### config.mk
export PLATFORM = sky130hd
export DESIGN_NAME = dslope_seq
export DESIGN_NICKNAME = d
export VERILOG_FILES = /design/src/rtl/dslope_pkg.sv /design/src/rtl/dslope_prescale.sv /design/src/rtl/dslope_phase_ctrl.sv /design/src/rtl/dslope_result_reg.sv /design/src/rtl/dslope_seq.sv
export SDC_FILE = /design/constraint.sdc
export NUM_CORES = 1
export LEC_CHECK = 0
export BUFFER_PORTS_ARGS = -buffer_cell sky130_fd_sc_hd__buf_4
export CAP_MARGIN = 20
export CORE_MARGIN = 1
export CORE_UTILIZATION = 62
export CTS_CLUSTER_SIZE = 14
export DETAILED_ROUTE_END_ITERATION = 10
export PLACE_DENSITY = 0.83
export SKIP_CTS_REPAIR_TIMING = 1
export SYNTH_ARGS = -nofsm -noshare
export SYNTH_HDL_FRONTEND = slang
export SYNTH_HIERARCHICAL = 1
export SYNTH_SLANG_ARGS = --single-unit
### constraint.sdc
create_clock -name clk -period 5.12 [get_ports clk]
set_input_delay 1.024 -clock clk [delete_from_list [all_inputs] [get_ports clk]]
set_output_delay 1.024 -clock clk [all_outputs]
set_load 0.02 [all_outputs]
### src/rtl/dslope_pkg.sv
package dslope_pkg;

    localparam int DIV_DEF    = 32;
    localparam int AZ_MIN_DEF = 19;
    localparam int SI_LEN_DEF = 20;
    localparam int RI_MAX_DEF = 41;
    localparam int CNT_W      = $clog2(RI_MAX_DEF + 1);

    typedef enum logic [1:0] {
        PH_AZ = 2'd0,
        PH_SI = 2'd1,
        PH_RI = 2'd2
    } phase_e;

    typedef struct packed {
        logic az;
        logic si;
        logic dp;
        logic dn;
    } sw_t;

    typedef struct packed {
        logic             neg;
        logic             ovr;
        logic [CNT_W-1:0] cnt;
    } result_t;

    function automatic sw_t phase_sw(phase_e ph, logic neg);
        sw_t s;
        s = '0;
        case (ph)
            PH_AZ:   s.az = 1'b1;
            PH_SI:   s.si = 1'b1;
            default: begin
                s.dp = ~neg;
                s.dn = neg;
            end
        endcase
        return s;
    endfunction

endpackage

### src/rtl/dslope_prescale.sv
module dslope_prescale #(
    parameter int DIV = 32
) (
    input  logic clk,
    input  logic rst,
    output logic tick
);
    localparam int PW = (DIV > 1) ? $clog2(DIV) : 1;
    localparam logic [PW-1:0] TOP = PW'(DIV - 1);

    logic [PW-1:0] cnt;

    always_ff @(posedge clk) begin
        if (rst)
            cnt <= '0;
        else if (cnt == TOP)
            cnt <= '0;
        else
            cnt <= cnt + 1'b1;
    end

    assign tick = (cnt == TOP);

    AST_TICK_SPACED: assert property (@(posedge clk) disable iff (rst)
        tick |=> !tick);

endmodule

### src/rtl/dslope_phase_ctrl.sv
module dslope_phase_ctrl
    import dslope_pkg::*;
#(
    parameter int AZ_MIN = 19,
    parameter int SI_LEN = 20,
    parameter int RI_MAX = 41
) (
    input  logic    clk,
    input  logic    rst,
    input  logic    tick,
    input  logic    cmp_cross,
    input  logic    pol_neg,
    output sw_t     sw,
    output logic    last_slot,
    output result_t frame_res
);
    localparam int FRAME  = AZ_MIN + SI_LEN + RI_MAX;
    localparam int SLOT_W = $clog2(FRAME);
    localparam logic [SLOT_W-1:0] S_AZ_END = SLOT_W'(AZ_MIN - 1);
    localparam logic [SLOT_W-1:0] S_SI_BEG = SLOT_W'(AZ_MIN);
    localparam logic [SLOT_W-1:0] S_SI_END = SLOT_W'(AZ_MIN + SI_LEN - 1);
    localparam logic [SLOT_W-1:0] S_RI_BEG = SLOT_W'(AZ_MIN + SI_LEN);
    localparam logic [SLOT_W-1:0] S_LAST   = SLOT_W'(FRAME - 1);
    localparam logic [CNT_W-1:0]  CNT_SAT  = CNT_W'(RI_MAX);

    logic [SLOT_W-1:0] slot;
    phase_e            phase;
    logic [CNT_W-1:0]  ri_cnt;
    logic              neg_q;
    result_t           pend;

    assign last_slot = (slot == S_LAST);

    always_ff @(posedge clk) begin
        if (rst) begin
            slot   <= '0;
            phase  <= PH_AZ;
            ri_cnt <= '0;
            neg_q  <= 1'b0;
            pend   <= '0;
        end else if (tick) begin
            slot <= last_slot ? '0 : slot + 1'b1;
            case (phase)
                PH_AZ: begin
                    if (slot == S_AZ_END)
                        phase <= PH_SI;
                end
                PH_SI: begin
                    if (slot == S_SI_END) begin
                        phase  <= PH_RI;
                        ri_cnt <= '0;
                        neg_q  <= pol_neg;
                    end
                end
                default: begin
                    if (cmp_cross) begin
                        phase <= PH_AZ;
                        pend  <= '{neg: neg_q, ovr: 1'b0, cnt: ri_cnt};
                    end else if (last_slot) begin
                        phase <= PH_AZ;
                        pend  <= '{neg: neg_q, ovr: 1'b1, cnt: CNT_SAT};
                    end else begin
                        ri_cnt <= ri_cnt + 1'b1;
                    end
                end
            endcase
        end
    end

    // value the frame ends with, including a decision taken on the final count
    always_comb begin
        if (phase == PH_RI) begin
            if (cmp_cross)
                frame_res = '{neg: neg_q, ovr: 1'b0, cnt: ri_cnt};
            else
                frame_res = '{neg: neg_q, ovr: 1'b1, cnt: CNT_SAT};
        end else begin
            frame_res = pend;
        end
    end

    assign sw = phase_sw(phase, neg_q);

    AST_ONE_SWITCH: assert property (@(posedge clk) disable iff (rst)
        $countones(sw) == 1);
    AST_SLOT_ON_TICK: assert property (@(posedge clk) disable iff (rst)
        !tick |=> $stable(slot));
    AST_AZ_OPENING: assert property (@(posedge clk) disable iff (rst)
        (slot < S_SI_BEG) |-> sw.az);
    AST_SI_WINDOW: assert property (@(posedge clk) disable iff (rst)
        sw.si |-> (slot >= S_SI_BEG && slot <= S_SI_END));
    AST_SI_TO_RI: assert property (@(posedge clk) disable iff (rst)
        (tick && sw.si && slot == S_SI_END) |=> (sw.dp || sw.dn));
    AST_DIR_FIXED: assert property (@(posedge clk) disable iff (rst)
        sw.dp |=> !sw.dn);
    AST_RI_WINDOW: assert property (@(posedge clk) disable iff (rst)
        (sw.dp || sw.dn) |-> (slot >= S_RI_BEG));
    AST_CROSS_ENDS_RI: assert property (@(posedge clk) disable iff (rst)
        (tick && (sw.dp || sw.dn) && cmp_cross) |=> sw.az);
    AST_NOISE_IGNORED: assert property (@(posedge clk) disable iff (rst)
        (tick && sw.az && cmp_cross && slot != S_AZ_END) |=> sw.az);
    AST_DONE_SINGLE: assert property (@(posedge clk) disable iff (rst)
        (tick && last_slot) |=> !last_slot);

endmodule

### src/rtl/dslope_result_reg.sv
module dslope_result_reg
    import dslope_pkg::*;
#(
    parameter int RI_MAX = 41
) (
    input  logic    clk,
    input  logic    rst,
    input  logic    frame_end,
    input  logic    hold,
    input  result_t res_in,
    output result_t res_q
);
    localparam logic [CNT_W-1:0] CNT_SAT = CNT_W'(RI_MAX);

    always_ff @(posedge clk) begin
        if (rst)
            res_q <= '0;
        else if (frame_end && !hold)
            res_q <= res_in;
    end

    AST_HOLD_KEEPS: assert property (@(posedge clk) disable iff (rst)
        (frame_end && hold) |=> $stable(res_q));
    AST_ONLY_AT_END: assert property (@(posedge clk) disable iff (rst)
        !frame_end |=> $stable(res_q));
    AST_OVR_SATURATES: assert property (@(posedge clk) disable iff (rst)
        res_q.ovr |-> (res_q.cnt == CNT_SAT));
    AST_CNT_RANGE: assert property (@(posedge clk) disable iff (rst)
        res_q.cnt <= CNT_SAT);

endmodule

### src/rtl/dslope_seq.sv
module dslope_seq
    import dslope_pkg::*;
#(
    parameter int DIV    = DIV_DEF,
    parameter int AZ_MIN = AZ_MIN_DEF,
    parameter int SI_LEN = SI_LEN_DEF,
    parameter int RI_MAX = RI_MAX_DEF
) (
    input  logic             clk,
    input  logic             rst,
    input  logic             cmp_cross,
    input  logic             pol_neg,
    input  logic             hold,
    output logic             sw_az,
    output logic             sw_int,
    output logic             sw_dp,
    output logic             sw_dn,
    output logic             conv_done,
    output logic [CNT_W-1:0] res_count,
    output logic             res_sign,
    output logic             res_ovr
);
    logic    tick;
    logic    last_slot;
    sw_t     sw;
    result_t frame_res;
    result_t res_q;

    dslope_prescale #(.DIV(DIV)) u_pre (
        .clk  (clk),
        .rst  (rst),
        .tick (tick)
    );

    dslope_phase_ctrl #(
        .AZ_MIN (AZ_MIN),
        .SI_LEN (SI_LEN),
        .RI_MAX (RI_MAX)
    ) u_ctrl (
        .clk       (clk),
        .rst       (rst),
        .tick      (tick),
        .cmp_cross (cmp_cross),
        .pol_neg   (pol_neg),
        .sw        (sw),
        .last_slot (last_slot),
        .frame_res (frame_res)
    );

    dslope_result_reg #(.RI_MAX(RI_MAX)) u_res (
        .clk       (clk),
        .rst       (rst),
        .frame_end (tick && last_slot),
        .hold      (hold),
        .res_in    (frame_res),
        .res_q     (res_q)
    );

    assign sw_az     = sw.az;
    assign sw_int    = sw.si;
    assign sw_dp     = sw.dp;
    assign sw_dn     = sw.dn;
    assign conv_done = last_slot;
    assign res_count = res_q.cnt;
    assign res_sign  = res_q.neg;
    assign res_ovr   = res_q.ovr;

endmodule

# Word level (Yosys, flattened, before mapping)
# Index checks and enable logic that the tools add are counted.
# W data, S select, Z words.
[totals]
reg_bits = 37
input_bits = 5
[classes]
addsub = 3
n_eq_ne = 10
mux = 17
bitwise = 3
reduce_logical = 12
[ops]
columns = ["cell", "n"]
rows = [
  ["$mux W8", 3],
  ["$mux W6", 3],
  ["$mux W7", 2],
  ["$pmux W6 S2", 1],
  ["$mux W2", 5],
  ["$ne A2 B1 Y1 const B", 4],
  ["$add A7 B1 Y7 const B", 1],
  ["$eq A7 B5 Y1 const B", 1],
  ["$eq A7 B6 Y1 const B", 1],
  ["$eq A7 B7 Y1 const B", 1],
  ["$add A6 B1 Y6 const B", 1],
  ["$reduce_and A3 Y1", 2],
  ["$add A5 B1 Y5 const B", 1],
  ["$eq A5 B5 Y1 const B", 1],
  ["$reduce_and A5 Y1", 1],
  ["$pmux W2 S2", 1],
  ["$reduce_and A4 Y1", 1],
  ["$reduce_bool A4 Y1", 1],
  ["$reduce_or A2 Y1", 2],
  ["$not A1 Y1", 3],
  ["$eq A2 B1 Y1 const B", 1],
  ["$eq A2 B2 Y1 const B", 1],
  ["$logic_and A1 B1 Y1", 2],
  ["$logic_not A2 Y1", 1],
  ["other kinds (3)", 4],
]

# Longest topological paths before layout
[logic_depth]
depth_word = 4
mapped_depth = 8
mapped_depth_nobuf = 7

# Cells and area by module
# The synthesis kept the hierarchy.
[modules_own_cells]
columns = ["mod", "n_inst", "cells_each", "area_each_um2"]
rows = [
  ["dslope_phase_ctrl", 1, 150, 1232.4],
  ["dslope_result_reg", 1, 34, 359.1],
  ["dslope_prescale", 1, 17, 203.9],
  ["dslope_seq", 1, 1, 6.3],
]

# Worst setup path after synthesis
# Ideal clock, no wire load.
[synth_timing]
path_type = "in2reg"
startpoint = "in cmp_cross"
endpoint = "reg u_ctrl.ri_cnt[1]"
setup_time_ps = 74
t_arrival_ps = 2002
required_ps = 5046
slack_ps = 3044
stages = 4
path_buffers = 1
cell_sequence = "clkbuf_1 > a211o_1 > or4b_1 > o21ai_0"
[synth_via]
elab_chain_len = 2
[synth_rtl]
columns = ["element", "line", "rtl"]
rows = [
  ["start, declared", "dslope_seq.sv:11", "input logic cmp_cross,"],
  ["$ne A2 B1 Y1 (no source line)", "--", ""],
  ["$reduce_and A5 Y1 (no source line)", "--", ""],
  ["end signal, assigned", "dslope_phase_ctrl.sv:63", "ri_cnt <= ri_cnt + 1'b1;"],
  ["end, declared", "dslope_phase_ctrl.sv:28", "logic [CNT_W-1:0] ri_cnt;"],
]
# Every way passes these cells.
# A chain may end at the register's enable or synchronous reset.

# Worst setup path in the final report
[layout_timing]
startpoint = "reg u_pre.cnt[0]"
endpoint = "reg u_ctrl.ri_cnt[3]"
[layout_via]
elab_chain_len = 2
[layout_rtl]
columns = ["element", "line", "rtl"]
rows = [
  ["start, declared", "dslope_prescale.sv:11", "logic [PW-1:0] cnt;"],
  ["start signal, assigned", "dslope_prescale.sv:19", "cnt <= cnt + 1'b1;"],
  ["$eq A5 B5 Y1", "dslope_prescale.sv:22", "assign tick = (cnt == TOP);"],
  ["net tick", "dslope_seq.sv:23", "logic tick;"],
  ["$reduce_and A5 Y1 (no source line)", "--", ""],
]
# The timed path passes the listed nets, and every way through them passes these cells.

==> flow_summary.toml <==
[die]
die_h_um = 55.9
ios = 18
start_util_pct = 65.3
dieArea_um2 = 3130
rows = 19
core-area_um2 = 2760
die_w_um = 55.9

[finish]
regArea_um2 = 741
post-route-util_pct = 72.9
nFillCells = 225
drive_gt1_share_pct = 16.4
nNetsFinal = 229
diodes = 0
final_area_um2 = 2010
multi_input_area_um2 = 1010
area_growth_pct = 11.6

[place]
dp_hpwl_um = 2570
dpl_cell_area_um2 = 1940
pre_cts_ws_ns = 2.46
place_congestion = 0.846
port-buffer-count = 17

[global_routing]
use_met2_pct = 45.6
overflow = 0
grt_max_degree = 35
grt.total_usage_pct = 25.6
grt_busiest_layer = "met2"
grtUsageMet1_pct = 28.9
use_met3_pct = 6.05
grt_pass1_wl_um = 6350
grt_pass1_vias = 1505
antenna_found_initial = 0

[timing]
hold_viol = 0
maxSlewHeadroom_pct = 55.7
min_period_over_period_pct = 53.3
worst-slew-pin-transition_ns = 0.665
hold-worst-slack_ns = 0.470
setup_viol = 0
tns_ns = 0
fin_ws_ns = 2.39
period_needed_ns = 2.73
drv_slew = 0
rsz0062_at_grt = "no"
fin_skew_ns = 0.00729
max_freq_ghz = 0.366

[routing]
drc = 0
ant_nets = 0
wl_um = 3710
via_per_inst = 6.20
wire_per_inst_um = 14.8
drt_iter0_markers = 45
via_count = 1556
first_pass_iters = 5

[synthesis]
yosysWarnings = 6
syn-instance-count = 202
netlist_area_um2 = 1800
synth_ff_type = "dfxtp_1"
syn_area_per_cell_um2 = 8.92
synth_cell_types = 44
ys_seq_elements = 37
ys_seq_area_share_pct = 41.1
synth_edf_count = 0
synthesis.nets = 212
synth_async_sr_flop_share_pct = 0

[worst_hold_path]
holdCritPathClass = "reg2reg"

[flow_run]
maxCapViolCount = 0

[worst_setup_path]
critPathTopFamily = "simple AND/OR/NAND/NOR gates"
slowest_delay_ns = 0.58
crit_buf_inv = 0
crit_chain = "ha_1 -> and3_2 -> ha_1 -> nor4bb_1 -> nand4_1 -> a22oi_1 -> o32ai_1"
crit_fanout = 20
startpoint_type = "flop"
arrival_ns = 2.94
crit_type = "reg2reg"
critical_path_required_ns = 5.33
cp_common_cell = "ha_1"
endpoint_kind = "flop"
crit_path_top_delay_cell = "ha_1"

[clocking]
clock_sinks = 37
clk_path_buf_depth = 2
cts-root-buf = "clkbuf_4"
htree_levels = 2
clk_latency_ns = 0.34
numCtsBuffers = 5
cts_tree = "done"
path_clk_slew_ns = 0.11

[run_status]
status = "completed"

[pwr]
max-vdd-ir-drop_v = 0.000318
p_per_area_nw_per_um2 = 240
p_leak_uw = 0.000729
metrics by stage:
stage | power (uW) | cells
floorplan | 309 | 202
global placement | 314 | 243
detailed placement | 315 | 243
CTS | 489 | 251
global route | 505 | 251
finish | 483 | 251
flip-flops by register name (all words and copies together) (netlist names):
| name | count |
|---|---|
| u_ctrl/pend | 8 |
| u_ctrl/slot | 7 |
| u_ctrl/ri_cnt | 6 |
| u_ctrl/phase | 2 |
| u_ctrl/neg_q | 1 |
| u_pre/cnt | 5 |
| u_res/res_q | 8 |
cells in the final DEF, fill, tap and decap left out, drive strengths merged, types with 7 or more instances in the layout:
| master | netlist | final |
|---|---|---|
| dfxtp | 37 | 37 |
| nand2 | 23 | 23 |
| o21ai | 21 | 21 |
| buf | 1 | 17 |
| nor2 | 14 | 14 |
| nand2b | 10 | 10 |
| nand4bb | 8 | 8 |
| nor2b | 7 | 7 |
| inv | 7 | 7 |
| clkbuf | 6 | 7 |
metal layers:
metal	vias up	part of all wire, %	wire [um]
li1	767	-	-
met1	737	41	1530
met2	45	51	1900
met3	7	5.7	213
met4	0	1.6	61
met5	-	0	0
power breakdown:
part | switching, uW | internal [uW]
sequential | 1.65 | 290
combinational | 9.28 | 8.29
clock | 94.4 | 79.6
total | 105 | 378
area by class of cell:
type	instances	share of cell area, %
sequential	37	36.8
multi-input combinational	151	50.1
inverter	7	1.31
clock inverter	1	0.249
clock buffer	7	3.24
timing repair buffer	17	6.35
tap	31	1.93
cell usage after synthesis, types with 2 or more instances:
cell type / n / share of area, %
xnor2_1: 3 / 1.5
mux2i_1: 3 / 1.7
nand4bb_1: 8 / 5.0
xor2_1: 3 / 1.5
nand4b_1: 2 / 0.97
nor4bb_1: 2 / 1.1
nand3_1: 2 / 0.56
and2_1: 2 / 0.69
nand4_1: 5 / 1.7
a31oi_1: 3 / 1.0
nand2_1: 23 / 4.8
dfxtp_1: 37 / 41
inv_1: 7 / 1.5
a22oi_1: 3 / 1.2
o32ai_1: 5 / 2.4
nand2b_1: 10 / 3.5
nor2b_1: 7 / 2.4
o21ai_0: 13 / 3.6
nor2_1: 14 / 2.9
o21ai_1: 7 / 1.9
clkbuf_1: 6 / 1.2
o221a_2: 3 / 1.9
ha_1: 5 / 3.5
nor3b_1: 4 / 1.7
nor3_1: 4 / 1.1
a21oi_1: 3 / 0.83
worst reg2reg max path, stage by stage (launching register included):
cell      delay (ns)
dfxtp_1         0.38
ha_1            0.19
and3_2          0.17
ha_1            0.58
nor4bb_1        0.53
nand4_1         0.39
a22oi_1         0.28
o32ai_1         0.10
path summary, 6_finish.rpt:
kind / startpoint / to / slack (ns) / cells after the start
setup / recovery: u_pre/cnt[0] / u_ctrl/ri_cnt[3] / 2.39 / 7
setup reg to reg: u_pre/cnt[0] / u_ctrl/ri_cnt[3] / 2.39 / 7
hold reg to reg: u_res/res_q[3] / u_res/res_q[3] / 0.47 / 2
hold / removal: u_res/res_q[3] / u_res/res_q[3] / 0.47 / 2
kinds of logic after synthesis:
logic type	share of synthesized area, %
compound gates	16.1
xor+xnor	2.92
fa+ha+maj	3.47
buf+inv	2.99
flops	41.1
mux	3.12
simple gates	30.3
No activity file was read; power rests on OpenSTA's default activity.
